--- src/rtl/addsub_pkg.sv ---
package addsub_pkg;
  typedef enum logic [3:0] {
    OP_ADD    = 4'd0,
    OP_SUBF   = 4'd1,
    OP_ADDE   = 4'd2,
    OP_ADDME  = 4'd3,
    OP_SUBFME = 4'd4,
    OP_ADDZE  = 4'd5,
    OP_ADDI   = 4'd6,
    OP_ADDIS  = 4'd7,
    OP_SUBFIC = 4'd8,
    OP_ADDEX  = 4'd9
  } op_e;
endpackage

--- src/rtl/addsub_operands.sv ---
module addsub_operands
  import addsub_pkg::*;
#(
  parameter int W     = 64,
  parameter int IMM_W = 16
) (
  input  logic [3:0]   op,
  input  logic [W-1:0] opa,
  input  logic [W-1:0] opb,
  input  logic [IMM_W-1:0] imm,
  input  logic         a_is_zero,
  input  logic         ca_bit,
  input  logic         ov_bit,
  output logic [W-1:0] x,
  output logic [W-1:0] y,
  output logic         cin,
  output logic         wr_carry,
  output logic         ov_chain
);
  localparam int EXT_W = W - IMM_W;
  localparam int HI_W  = W - 2 * IMM_W;

  logic [W-1:0] imm_sx;
  logic [W-1:0] imm_hi;
  logic [W-1:0] a_or_zero;

  assign imm_sx    = {{EXT_W{imm[IMM_W-1]}}, imm};
  assign imm_hi    = {{HI_W{imm[IMM_W-1]}}, imm, {IMM_W{1'b0}}};
  assign a_or_zero = a_is_zero ? '0 : opa;

  always_comb begin
    x        = opa;
    y        = opb;
    cin      = 1'b0;
    wr_carry = 1'b0;
    ov_chain = 1'b0;
    case (op_e'(op))
      OP_SUBF:   begin x = ~opa; cin = 1'b1; end
      OP_ADDE:   begin cin = ca_bit; wr_carry = 1'b1; end
      OP_ADDME:  begin y = '1; cin = ca_bit; wr_carry = 1'b1; end
      OP_SUBFME: begin x = ~opa; y = '1; cin = ca_bit; wr_carry = 1'b1; end
      OP_ADDZE:  begin y = '0; cin = ca_bit; wr_carry = 1'b1; end
      OP_ADDI:   begin x = a_or_zero; y = imm_sx; end
      OP_ADDIS:  begin x = a_or_zero; y = imm_hi; end
      OP_SUBFIC: begin x = ~opa; y = imm_sx; cin = 1'b1; wr_carry = 1'b1; end
      OP_ADDEX:  begin cin = ov_bit; ov_chain = 1'b1; end
      default:   ;
    endcase
  end
endmodule

--- src/rtl/addsub_core.sv ---
module addsub_core #(
  parameter int W    = 64,
  parameter int LO_W = 32
) (
  input  logic [W-1:0] x,
  input  logic [W-1:0] y,
  input  logic         cin,
  output logic [W-1:0] sum,
  output logic         co_hi,
  output logic         co_lo,
  output logic         ov_hi,
  output logic         ov_lo
);
  localparam int HI_W = W - LO_W;

  logic [LO_W:0] lo_sum;
  logic [HI_W:0] hi_sum;

  assign lo_sum = {1'b0, x[LO_W-1:0]} + {1'b0, y[LO_W-1:0]} + {{LO_W{1'b0}}, cin};
  assign hi_sum = {1'b0, x[W-1:LO_W]} + {1'b0, y[W-1:LO_W]} + {{HI_W{1'b0}}, lo_sum[LO_W]};

  assign sum   = {hi_sum[HI_W-1:0], lo_sum[LO_W-1:0]};
  assign co_lo = lo_sum[LO_W];
  assign co_hi = hi_sum[HI_W];
  assign ov_hi = (co_hi ^ sum[W-1])    & ~(x[W-1]    ^ y[W-1]);
  assign ov_lo = (co_lo ^ sum[LO_W-1]) & ~(x[LO_W-1] ^ y[LO_W-1]);
endmodule

--- src/rtl/addsub_unit.sv ---
module addsub_unit
  import addsub_pkg::*;
#(
  parameter int W     = 64,
  parameter int LO_W  = 32,
  parameter int IMM_W = 16
) (
  input  logic             clk,
  input  logic             rst,
  input  logic             in_valid,
  input  logic [3:0]       op,
  input  logic [W-1:0]     opa,
  input  logic [W-1:0]     opb,
  input  logic [IMM_W-1:0] imm,
  input  logic             a_is_zero,
  input  logic             ovf_en,
  input  logic             record,
  input  logic [1:0]       carry_in,
  input  logic [1:0]       ovf_in,
  input  logic             so_in,
  output logic             out_valid,
  output logic [W-1:0]     result,
  output logic [1:0]       carry_out,
  output logic [1:0]       ovf_out,
  output logic             so_out,
  output logic [3:0]       cr_out,
  output logic             cr_wr
);
  logic [W-1:0] x, y, sum;
  logic         cin, wr_carry, ov_chain;
  logic         co_hi, co_lo, ov_hi, ov_lo;
  logic [1:0]   carry_nx, ovf_nx;
  logic         so_nx;
  logic [3:0]   cr_nx;

  addsub_operands #(.W(W), .IMM_W(IMM_W)) u_sel (
    .op(op), .opa(opa), .opb(opb), .imm(imm), .a_is_zero(a_is_zero),
    .ca_bit(carry_in[0]), .ov_bit(ovf_in[0]),
    .x(x), .y(y), .cin(cin), .wr_carry(wr_carry), .ov_chain(ov_chain)
  );

  addsub_core #(.W(W), .LO_W(LO_W)) u_core (
    .x(x), .y(y), .cin(cin), .sum(sum),
    .co_hi(co_hi), .co_lo(co_lo), .ov_hi(ov_hi), .ov_lo(ov_lo)
  );

  always_comb begin
    carry_nx = wr_carry ? {co_lo, co_hi} : carry_in;
    ovf_nx   = ovf_in;
    so_nx    = so_in;
    if (ov_chain) begin
      ovf_nx = {co_lo, co_hi};
    end else if (ovf_en) begin
      ovf_nx = {ov_lo, ov_hi};
      so_nx  = so_in | ov_hi;
    end
    cr_nx = {sum[W-1], ~sum[W-1] & (|sum), ~(|sum), so_nx};
  end

  always_ff @(posedge clk) begin
    if (rst) begin
      out_valid <= 1'b0;
      cr_wr     <= 1'b0;
      result    <= '0;
      carry_out <= '0;
      ovf_out   <= '0;
      so_out    <= 1'b0;
      cr_out    <= '0;
    end else begin
      out_valid <= in_valid;
      cr_wr     <= in_valid & record;
      if (in_valid) begin
        result    <= sum;
        carry_out <= carry_nx;
        ovf_out   <= ovf_nx;
        so_out    <= so_nx;
        cr_out    <= record ? cr_nx : 4'd0;
      end
    end
  end

  p_valid_follows_r2: assert property (@(posedge clk) disable iff (rst)
    in_valid |=> out_valid);

  p_carry_hold_r3: assert property (@(posedge clk) disable iff (rst)
    (in_valid && (op == OP_ADD || op == OP_SUBF)) |=> (carry_out == $past(carry_in)));

  p_so_sticky_r7: assert property (@(posedge clk) disable iff (rst)
    (in_valid && so_in) |=> so_out);

  p_ovchain_keeps_r10: assert property (@(posedge clk) disable iff (rst)
    (in_valid && op == OP_ADDEX) |=> (carry_out == $past(carry_in) && so_out == $past(so_in)));

  p_cr_form_r11: assert property (@(posedge clk) disable iff (rst)
    cr_wr |-> (cr_out[0] == so_out && $countones(cr_out[3:1]) == 1));
endmodule

--- config.mk ---
export PLATFORM = sky130hd
export DESIGN_NAME = addsub_unit
export DESIGN_NICKNAME = d
export VERILOG_FILES = /design/src/rtl/addsub_pkg.sv /design/src/rtl/addsub_operands.sv /design/src/rtl/addsub_core.sv /design/src/rtl/addsub_unit.sv
export SDC_FILE = /design/constraint.sdc
export NUM_CORES = 1
export LEC_CHECK = 0
export CAP_MARGIN = 20
export CORE_MARGIN = 2
export CORE_UTILIZATION = 54
export DETAILED_ROUTE_END_ITERATION = 12
export HOLD_SLACK_MARGIN = 0.08
export PLACE_DENSITY = 0.95
export SLEW_MARGIN = 20
export SYNTH_ARGS = -nofsm -noshare
export SYNTH_HDL_FRONTEND = slang
export SYNTH_SLANG_ARGS = --single-unit
--- constraint.sdc ---
create_clock -name clk -period 26.5 [get_ports clk]
set_clock_uncertainty 0.05 [all_clocks]
set_input_delay 5.3 -clock clk [delete_from_list [all_inputs] [get_ports clk]]
set_output_delay 5.3 -clock clk [all_outputs]
set_load 0.05 [all_outputs]
# ---- Word-level counts from Yosys, hierarchy flattened
# Cells that the tools add are included.
# Widths: inputs -> output; s select.
dict set report op_classes {
  n_bitwise 14
  mux 12
  eq_ne 9
  reduce_logical 8
  add_sub_neg 4
}
# operator n
set op_table {}
lappend op_table {{$pmux 64 s4} 1}
lappend op_table {{$pmux 64 s2} 1}
lappend op_table {{$add 32x32->33} 2}
lappend op_table {{$add 33x1->33} 2}
lappend op_table {{$mux 64} 1}
lappend op_table {{$not 64->64} 1}
lappend op_table {{$reduce_or 64->1} 1}
lappend op_table {{$eq 4x3->1 const B} 4}
lappend op_table {{$eq 4x2->1 const B} 2}
lappend op_table {{$eq 4x4->1 const B} 2}
lappend op_table {{$reduce_or 2->1} 4}
lappend op_table {{$mux 2} 3}
lappend op_table {{$reduce_or 5->1} 1}
lappend op_table {{$and 1x1->1} 4}
lappend op_table {{$eq 4x1->1 const B} 1}
lappend op_table {{$mux 1} 4}
lappend op_table {{$mux 4} 1}
lappend op_table {{$not 1->1} 4}
lappend op_table {{$reduce_or 4->1} 1}
lappend op_table {{$xor 1x1->1} 4}
lappend op_table {{$pmux 1 s3} 1}
lappend op_table {{$reduce_or 3->1} 1}
lappend op_table {{$or 1x1->1} 1}
dict set report totals {
  regBits 75
  out_inout_bits 75
}

# ---- Logic depth before layout (Yosys ltp)
# Gate-level depths: netlist of run 1.
dict set report logic_depth {
  ltp_word 12
  mapped_depth 32
}

# ---- Cells and area by module
# A second synthesis of run 1 with hierarchy kept.
dict set report hier_totals {
  cells_unflattened 1044
  area_unflattened_um2 8444.3
}
# mod seq_area_each_um2 cells_each instances area_each_um2
set by_module_without_submodules {}
lappend by_module_without_submodules {addsub_core 0.0 491 1 3480.8}
lappend by_module_without_submodules {addsub_unit 1501.4 273 1 2816.5}
lappend by_module_without_submodules {addsub_operands 0.0 280 1 2147.1}

# ---- Worst setup path before layout of run 1
# Ideal clock, no wire load.
dict set report synth_path {
  kind {input -> register}
  start {in op[1]}
  end {reg cr_out[2]}
  cell_stages 32
  arrival_time_ns 12.743
  path_buffers 2
  required_ns 26.333
  setup_slack_ns 13.590
  path_cell_list {clkbuf_1 nor2_1 a21oi_1 a211oi_1 nor2_1 clkbuf_1 nand2_1 o21ai_0 fa_1 fa_1 a211oi_1 o21ai_2 o2111ai_4 and4b_1 nor3_1 o41ai_1 o21ai_0 a22oi_1 nand2_1 fa_1 fa_1 a211oi_1 nor2_1 o21ai_1 o21bai_1 xor2_1 or3_1 or4_1 a2111o_1 nor4b_2 nand4_1 a32o_1}
}
dict set report synth_via {
  elab_chain_cells 9
  elab_cells_between_ends 26
  classes_between {add/sub (4); eq/ne (9); mux (4); bitwise (2); reduce/logical (7)}
}
# element line_no
set synth_rtl {}
lappend synth_rtl {{from (decl)} addsub_unit.sv:11} ;# input logic [3:0] op,
lappend synth_rtl {{$eq 4x3->1, or another cell as far along} addsub_operands.sv:37} ;# case (op_e'(op))
lappend synth_rtl {{$reduce_or 2->1 (no source line) or $reduce_or 3->1 (tied branches)} n/a}
lappend synth_rtl {{$pmux 64 s4 or $pmux 64 s2 (tied branches)} addsub_operands.sv:37}
lappend synth_rtl {{$add 32x32->33} addsub_core.sv:19} ;# assign lo_sum = {1'b0, x[LO_W-1:0]} + {1'b0, y[LO_W-1:0]} + {{LO_W{1'b0}}, cin};
lappend synth_rtl {{$add 33x1->33} addsub_core.sv:19}
lappend synth_rtl {{$add 33x1->33} addsub_core.sv:20} ;# assign hi_sum = {1'b0, x[W-1:LO_W]} + {1'b0, y[W-1:LO_W]} + {{HI_W{1'b0}}, lo_sum[LO_W]};
lappend synth_rtl {{$reduce_or 64->1 or $not 1->1 (tied branches)} addsub_unit.sv:57} ;# cr_nx = {sum[W-1], ~sum[W-1] & (|sum), ~(|sum), so_nx};
lappend synth_rtl {{$and 1x1->1 (*)} addsub_unit.sv:57}
lappend synth_rtl {{$mux 4 (*)} addsub_unit.sv:77} ;# cr_out <= record ? cr_nx : 4'd0;
lappend synth_rtl {{to (signal assigned)} addsub_unit.sv:77}
lappend synth_rtl {{to (decl)} addsub_unit.sv:26} ;# output logic [3:0] cr_out,
# Mark *: on every way between the ends. The rest lies on a longest branch, timed or not.
# A chain may end at the register's enable or synchronous reset.

# ---- Worst setup path after layout of run 1
dict set report layout_path {
  start {in op[2]}
  end {reg cr_out[2]}
}
# The elaborated chain is that of the path after synthesis.

==> out/qor.txt, run 1 <==
CLOCKING
--------------------------------------------------------------------------------------
H-tree lvl count                                                                     3
Buffers from clock root to sink, at most                                             2
Post-cts resize count                                                                0
Clk slew on worst S/H paths                                                    0.06 ns
Setup bufs post-CTS                                                                  0
TritonCTS clock tree                                                             built
Root buf cell                                                             sky130_fd_sc_hd__clkbuf_16
Sink Count                                                                          75
Quantity of hold-fixing buffers added after cts                                      0
Number of clock buffers inserted by TritonCTS                                        9
Clock insertion delay at the later pin of the skew report                      0.34 ns

GLOBAL ROUTING
--------------------------------------------------------------------------------------
First-pass GRT wire length                                                     48.0 mm
Fraction of met2 tracks used by global routing                                   60.7%
Vias in the first global route                                                   9,120
Overall global routing resource usage                                            36.6%
Layer carrying the most global-route usage                                        met2
Number of antenna violations at the first check in global routing                    1
Maximum number of pins on one net before global-route repair                        73
Met3 track demand over resource                                                  7.10%
Routing usage on met1                                                            47.0%
Overflow left after global routing                                                   0

FLOORPLAN
--------------------------------------------------------------------------------------
Die boundary height                                                             128 µm
Floorplan Core Area                                                         0.0151 mm²
I/O pin total                                                                      234
Effective utilization at floorplan                                               54.9%
Die width                                                                       128 µm
Die outline area                                                            0.0163 mm²
Placement Rows                                                                      45

WORST SETUP PATH
--------------------------------------------------------------------------------------
Critical Path End Type                                                        register
CP startpoint                                                                    op[2]
Critical R2R Launch                                                         result[61]
Type of the worst setup path                                                 in -> reg
R2R setup slack                                                               25.56 ns
Most numerous cell on the critical path                                   sky130_fd_sc_hd__fa_1
Critical Path Fanout Max                                                            24
Max stage delay cell, worst path                                          sky130_fd_sc_hd__clkdlybuf4s50_1
Arrival time reported for the critical path endpoint                          15.06 ns
Required time reported for the critical path endpoint                         26.68 ns
Reg2Reg Depth                                                                        3
Sort of element at the start of the critical path                         primary input
Delay of the slowest critical-path stage                                       0.84 ns
Worst reg2reg path endpoint                                                 result[61]
Last element of the critical path                                            cr_out[2]

SYNTH
--------------------------------------------------------------------------------------
Number of distinct standard cells referenced by the synthesized netlist             71
Post-Synthesis Net Count                                                         1,420
Sequential-to-total area share from yosys stat                                   18.1%
Post-synthesis cell count                                                        1,195
Flip-flop and latch count after synthesis                                           75
Async set-reset flop share out of synthesis                                         0%
Number of synthesized flops with an enable pin                                       0
Count of synthesis-stage warnings from yosys                                         0
Mapped Area                                                                0.00828 mm²
Mean instance size in the synthesized netlist                                 6.93 µm²
Most common flop cell mapped by yosys                                     sky130_fd_sc_hd__dfxtp_1

PWR
--------------------------------------------------------------------------------------
Power density relative to cell area                                        65.3 mW/mm²
Leak Pwr                                                                    0.00442 µW
Worst-case vdd ir drop                                                       0.0562 mV

FINISH
--------------------------------------------------------------------------------------
Fillcell total                                                                   1,230
Area occupied by multi-input gates                                         0.00644 mm²
Top library cells by usage in the layout, fill and taps aside             sky130_fd_sc_hd__clkdlybuf4s50_1, sky130_fd_sc_hd__nand2_1, sky130_fd_sc_hd__o21ai_0
Area taken by flip-flops and latches                                       0.00150 mm²
Share of post-route cells with drive strength above 1                            3.42%
Area growth syn-to-layout                                                        32.3%
Nets                                                                             1,596
Most frequent standard cell in the layout excluding fill and tap cells    sky130_fd_sc_hd__clkdlybuf4s50_1

STATUS
--------------------------------------------------------------------------------------
Outcome                                                                   finished, final reports clean

MIN PATH
--------------------------------------------------------------------------------------
Hold WC Path Type                                                           reg -> reg

DRT
--------------------------------------------------------------------------------------
Detailed Route Iter0 Violations                                                  1,186
Vias                                                                            10,000
Antenna-violating nets left                                                          0
Number of DRC violations after detailed routing                                      0
Wire length per cell after detailed routing                                    19.8 µm
DR pass1 iterations                                                                  7
Via-per-instance ratio                                                            6.40
Total wirelength of the detailed-routed design                                 31.0 mm

TIMING
--------------------------------------------------------------------------------------
Worst-case setup margin in the final layout                                   11.62 ns
WHS                                                                           0.415 ns
Worst rel slew slack                                                             23.6%
Highest achievable clock rate                                                 67.2 MHz
Setup-violating endpoint count in the final report                                   0
Final Hold Viols                                                                     0
Final Max Slew Viols                                                                 0
Period Utilization, post-route                                                   56.1%
Setup TNS Final                                                                   0 ns
RSZ-0062 raised after global routing                                             false
Tightest Pin Transition                                                        1.12 ns
Post-route minimum period                                                     14.88 ns

JOB
--------------------------------------------------------------------------------------
Count of maximum capacitance violations                                              0

PLACED DESIGN
--------------------------------------------------------------------------------------
Final weighted congestion of routability-driven global placement                 0.940
Detailed placement HPWL                                                        23.5 mm
Post-Place Setup Slack                                                        11.64 ns
Number of port buffers                                                             233

-- cell usage after synthesis, types with 3 or more instances --
cell type                   count  area share, %
sky130_fd_sc_hd__a211oi_1      17            1.5
sky130_fd_sc_hd__nand2b_1       6           0.45
sky130_fd_sc_hd__a21oi_1      110            6.6
sky130_fd_sc_hd__a32o_1         4           0.48
sky130_fd_sc_hd__dfxtp_1       75             18
sky130_fd_sc_hd__nand4b_1       3           0.32
sky130_fd_sc_hd__nor4_1         7           0.53
sky130_fd_sc_hd__nor2_1       140            6.3
sky130_fd_sc_hd__or3_1          4           0.30
sky130_fd_sc_hd__o21ai_0      144            8.7
sky130_fd_sc_hd__o2111ai_1      3           0.32
sky130_fd_sc_hd__o21a_1        35            3.2
sky130_fd_sc_hd__nand4_1       13           0.98
sky130_fd_sc_hd__xor2_1        25            2.6
sky130_fd_sc_hd__and2_1         5           0.38
sky130_fd_sc_hd__inv_1         20           0.91
sky130_fd_sc_hd__o21bai_1      10           0.91
sky130_fd_sc_hd__nand3_1       17            1.0
sky130_fd_sc_hd__o21ai_1        6           0.36
sky130_fd_sc_hd__a21o_1        24            2.2
sky130_fd_sc_hd__and3_1         8           0.60
sky130_fd_sc_hd__or2_2          3           0.23
sky130_fd_sc_hd__o221a_2        3           0.41
sky130_fd_sc_hd__fa_1           4           0.97
sky130_fd_sc_hd__o211ai_1      22            2.0
sky130_fd_sc_hd__mux2i_1       45            5.4
sky130_fd_sc_hd__a31oi_1       11           0.83
sky130_fd_sc_hd__o22ai_1       17            1.3
sky130_fd_sc_hd__buf_2          3           0.18
sky130_fd_sc_hd__nor3_1        17            1.0
sky130_fd_sc_hd__clkbuf_1      71            3.2
sky130_fd_sc_hd__nand2_1      148            6.7
sky130_fd_sc_hd__nor3b_1        3           0.27
sky130_fd_sc_hd__nor2b_1       31            2.3
sky130_fd_sc_hd__ha_1          62            9.4
sky130_fd_sc_hd__xnor2_1       28            3.0
-- flip-flops by register name, indices dropped and copies added (netlist names) --
register	cells
cr_wr	1
so_out	1
cr_out	4
result	64
ovf_out	2
out_valid	1
carry_out	2
-- logic make-up (layout without fill, tap and decap cells) --
| group | after synthesis | in the layout | share of synthesized area (%) |
|---|---|---|---|
| flops | 75 | 75 | 18.1 |
| fa+ha+maj | 66 | 66 | 10.3 |
| compound gates | 445 | 445 | 33.5 |
| xor+xnor | 53 | 53 | 5.60 |
| simple gates | 415 | 415 | 22.6 |
| buf+inv | 96 | 277 | 4.40 |
| mux | 45 | 45 | 5.44 |
| other cells | 0 | 1 | 0 |
-- power by group --
| group | internal (µW) | switching (µW) | total (µW) |
|---|---|---|---|
| sequential | 132 | 13.3 | 145 |
| combinational | 164 | 275 | 438 |
| clock | 82.6 | 50.1 | 133 |
-- metrics by stage --
| stage | instances | total power [µW] | cell area [µm²] | util, % |
|---|---|---|---|---|
| floorplan | 1195 | 434 | 8280 | - |
| global placement | 1548 | 564 | 10600 | 70.5 |
| detailed placement | 1548 | 569 | 10600 | 70.5 |
| CTS | 1564 | 706 | 11000 | 72.6 |
| global route | 1565 | 751 | 11000 | 72.6 |
| finish | 1565 | 716 | 11000 | 72.6 |
-- critical path, delay by kind of cell --
| family | cells | cell delay (ns) |
|---|---|---|
| compound gates | 14 | 4.34 |
| simple gates | 9 | 2.38 |
| fa+ha+maj | 4 | 1.97 |
| xor+xnor | 1 | 0.18 |
| buf+inv | 1 | 0.84 |
-- worst min path at each step --
stage                         start         to  slack, ns  cells past startpoint
after CTS                 cr_out[1]  cr_out[1]       0.41                      2
final                     cr_out[1]  cr_out[1]       0.41                      2
after detailed placement  cr_out[1]  cr_out[1]       0.40                      2
after global placement    cr_out[1]  cr_out[1]       0.40                      2
after floorplan           cr_out[1]  cr_out[1]       0.61                      2
after global routing      cr_out[1]  cr_out[1]       0.42                      2
-- final cells by class --
type	count	share of cell area [%]
flip-flops and latches	75	13.7
repair buffers	241	21.8
diodes	1	0.0228
multi-input cells	1024	58.8
clock buffers	10	2.09
inverters	20	0.685
well taps	188	2.15
clock inverters	6	0.822
-- routing by layer --
layer,vias up,wire length [µm]
li1,4699,-
met1,4620,12800
met2,595,14200
met3,106,2810
met4,0,1180
met5,-,0
(Power assumes the default switching activity.)
==> run 2, diff against run 1 <==
--- a/config.mk
+++ b/config.mk
@@ -7,10 +7,10 @@
 export LEC_CHECK = 0
 export CAP_MARGIN = 20
 export CORE_MARGIN = 2
-export CORE_UTILIZATION = 54
+export CORE_UTILIZATION = 45
 export DETAILED_ROUTE_END_ITERATION = 12
 export HOLD_SLACK_MARGIN = 0.08
-export PLACE_DENSITY = 0.95
+export PLACE_DENSITY = 0.89
 export SLEW_MARGIN = 20
 export SYNTH_ARGS = -nofsm -noshare
 export SYNTH_HDL_FRONTEND = slang
==> constraint.sdc (replaced) <==
create_clock -name clk -period 12.3 [get_ports clk]
set_clock_uncertainty 0.05 [all_clocks]
set_input_delay 2.46 -clock clk [delete_from_list [all_inputs] [get_ports clk]]
set_output_delay 2.46 -clock clk [all_outputs]
set_load 0.05 [all_outputs]
==> run 2 against run 1 <==
Critical path depth grew 2; sequential cell count unchanged; clock power grew 110%; global-route usage fell by 6.6 points; combinational power grew 120%.
==> out/qor.txt, run 2 (synthesized netlist as in run 1, its figures left out) <==
STATUS
-------------------------------------------------------------------------------------
Outcome                                                                  finished, final reports clean

TIMING
-------------------------------------------------------------------------------------
WHS                                                                          0.408 ns   -0.00656 ns
Period Utilization, post-route                                                  92.7%
Final Max Slew Viols                                                                0   unchanged
Setup TNS Final                                                                  0 ns   unchanged
Post-route minimum period                                                    11.41 ns
Highest achievable clock rate                                                87.7 MHz
Worst rel slew slack                                                            32.9%   +9.3 points
RSZ-0062 raised after global routing                                            false
Tightest Pin Transition                                                       1.01 ns   -0.112 ns
Final Hold Viols                                                                    0   unchanged
Setup-violating endpoint count in the final report                                  0   unchanged

PWR
-------------------------------------------------------------------------------------
Leak Pwr                                                                   0.00445 µW   +0.72%
Power density relative to cell area                                        139 mW/mm²   +110%
Worst-case vdd ir drop                                                       0.134 mV   +140%

FLOORPLAN
-------------------------------------------------------------------------------------
Placement Rows                                                                     49   +8.9%
Effective utilization at floorplan                                              46.0%   -8.9 points
Floorplan Core Area                                                        0.0180 mm²   +19%
Die outline area                                                           0.0195 mm²   +19%
I/O pin total                                                                     234   unchanged
Die boundary height                                                            140 µm   +9.2%
Die width                                                                      140 µm   +9.2%

GLOBAL ROUTING
-------------------------------------------------------------------------------------
Maximum number of pins on one net before global-route repair                       73   unchanged
First-pass GRT wire length                                                    48.1 mm   +0.22%
Met3 track demand over resource                                                 5.54%   -1.6 points
Number of antenna violations at the first check in global routing                   0   -1
Routing usage on met1                                                           38.9%   -8.1 points
Fraction of met2 tracks used by global routing                                  49.6%   -11 points
Overall global routing resource usage                                           30.0%   -6.6 points
Vias in the first global route                                                  9,225   +1.2%
Overflow left after global routing                                                  0   unchanged
Layer carrying the most global-route usage                                       met2

FINISH
-------------------------------------------------------------------------------------
Most frequent standard cell in the layout excluding fill and tap cells   sky130_fd_sc_hd__clkdlybuf4s50_1
Nets                                                                            1,604   +0.50%
Fillcell total                                                                  1,579   +28%
Antenna diode count                                                                 0   -1
Area growth syn-to-layout                                                       33.6%
Top library cells by usage in the layout, fill and taps aside            sky130_fd_sc_hd__clkdlybuf4s50_1, sky130_fd_sc_hd__nand2_1, sky130_fd_sc_hd__o21ai_0
Share of post-route cells with drive strength above 1                           3.90%   +0.49 points
Final non-filler cell total                                                     1,612   +3.0%
Top flop regs                                                            result x64, cr_out x4
Flip-flop count of the largest register after layout                               64   unchanged
Largest register by flop count                                                 result

DRT
-------------------------------------------------------------------------------------
DR pass1 iterations                                                                 7   unchanged
Antenna-violating nets left                                                         0   unchanged
Wire length per cell after detailed routing                                   19.0 µm   -4.0%
Number of DRC violations after detailed routing                                     0   unchanged
Detailed Route Iter0 Violations                                                 1,110   -6.4%
Via-per-instance ratio                                                           6.21   -3.0%
Vias                                                                           10,000   -0.10%
Total wirelength of the detailed-routed design                                30.6 mm   -1.1%

WORST SETUP PATH
-------------------------------------------------------------------------------------
Max stage delay cell, worst path                                         sky130_fd_sc_hd__o41ai_1
R2R setup slack                                                              11.38 ns   -14.18 ns
Required time reported for the critical path endpoint                        12.49 ns   -14.19 ns
CP startpoint                                                                   op[1]
Worst Path Buf+Inv                                                                  1   unchanged
Most numerous cell on the critical path                                  sky130_fd_sc_hd__fa_1
Delay of the slowest critical-path stage                                      0.61 ns   -0.23 ns
Cell family with the largest share of critical-path delay                compound AO/OA/AOI/OAI gates
Type of the worst setup path                                                in -> reg
Sort of element at the start of the critical path                        primary input
Critical R2R Launch                                                        result[54]
Critical Path End Type                                                       register
Arrival time reported for the critical path endpoint                         11.59 ns   -3.47 ns
Critical Path Fanout Max                                                            9   -63%

CLOCKING
-------------------------------------------------------------------------------------
H-tree lvl count                                                                    3   unchanged
Buffers from clock root to sink, at most                                            2   unchanged
Clock insertion delay at the later pin of the skew report                     0.34 ns   about the same
Setup bufs post-CTS                                                                 0   unchanged
Number of clock buffers inserted by TritonCTS                                       9   unchanged
Sink Count                                                                         75   unchanged
TritonCTS clock tree                                                            built
Clk slew on worst S/H paths                                                   0.06 ns   about the same
Root buf cell                                                            sky130_fd_sc_hd__clkbuf_16
Quantity of hold-fixing buffers added after cts                                     0   unchanged
Post-cts resize count                                                               0   unchanged

JOB
-------------------------------------------------------------------------------------
Count of maximum capacitance violations                                             0   unchanged

PLACED DESIGN
-------------------------------------------------------------------------------------
Detailed placement HPWL                                                       23.9 mm   +2.0%
Number of port buffers                                                            233   unchanged
Number of placed instances, taps included                                       1,597   +3.2%
Final weighted congestion of routability-driven global placement                0.999   +6.2%

MIN PATH
-------------------------------------------------------------------------------------
Min-delay src                                                               cr_out[1]
Hold WC Path Type                                                          reg -> reg

-- run 2: changes by cell type in the layout (fill, tap and decap cells not counted) --
cell,change
sky130_fd_sc_hd__buf_4,+8
sky130_fd_sc_hd__clkbuf_1,+1
sky130_fd_sc_hd__clkinv_2,-1
sky130_fd_sc_hd__clkinv_4,-1
sky130_fd_sc_hd__diode_2,-1
sky130_fd_sc_hd__o21ai_1,-1
sky130_fd_sc_hd__o21ai_2,+1
-- run 2: through the flow --
step	total power (µW)	setup WS (ns)	instance area [µm²]	util [%]
2_1_floorplan	934	2.23	8280	-
3_3_place_gp	1220	1.01	10800	59.6
3_5_place_dp	1230	0.815	10800	59.6
4_1_cts	1520	1.11	11100	61.4
5_1_grt	1620	0.213	11100	61.4
6_report	1540	0.894	11100	61.4
-- run 2: area by class of cell --
cell class	instances	area, µm²	share of cell area [%]
clock buffer	11	233	2.10
inverter	20	75.1	0.679
multi-input combinational	1024	6450	58.3
clock inverter	4	76.3	0.690
timing repair buffer	249	2440	22.1
tap	229	287	2.59
sequential	75	1500	13.6
-- run 2: power breakdown --
part	internal, µW	switching, µW
registers	285	30.3
logic	355	590
clock network	177	103
total	816	723
-- run 2: path summary, 6_finish.rpt --
| kind | to | depth (start not counted) |
|---|---|---|
| worst max-delay path | cr_out[2] | 31 |
| worst min-delay path | cr_out[1] | 2 |
| worst max register to register | result[54] | 2 |
| worst min register to register | cr_out[1] | 2 |
-- run 2: tightest hold or removal path: cells and delay by family (launching register included) --
family / cells / cell delay (ns)
compound gates: 1 / 0.05
flops: 1 / 0.31
simple gates: 1 / 0.05
-- run 2: routing by layer --
metal  wire [µm]  share of wire, %
met1       12700                41
met4        1200               3.9
met3        2800               9.1
met2       14000                46
met5           0                 0
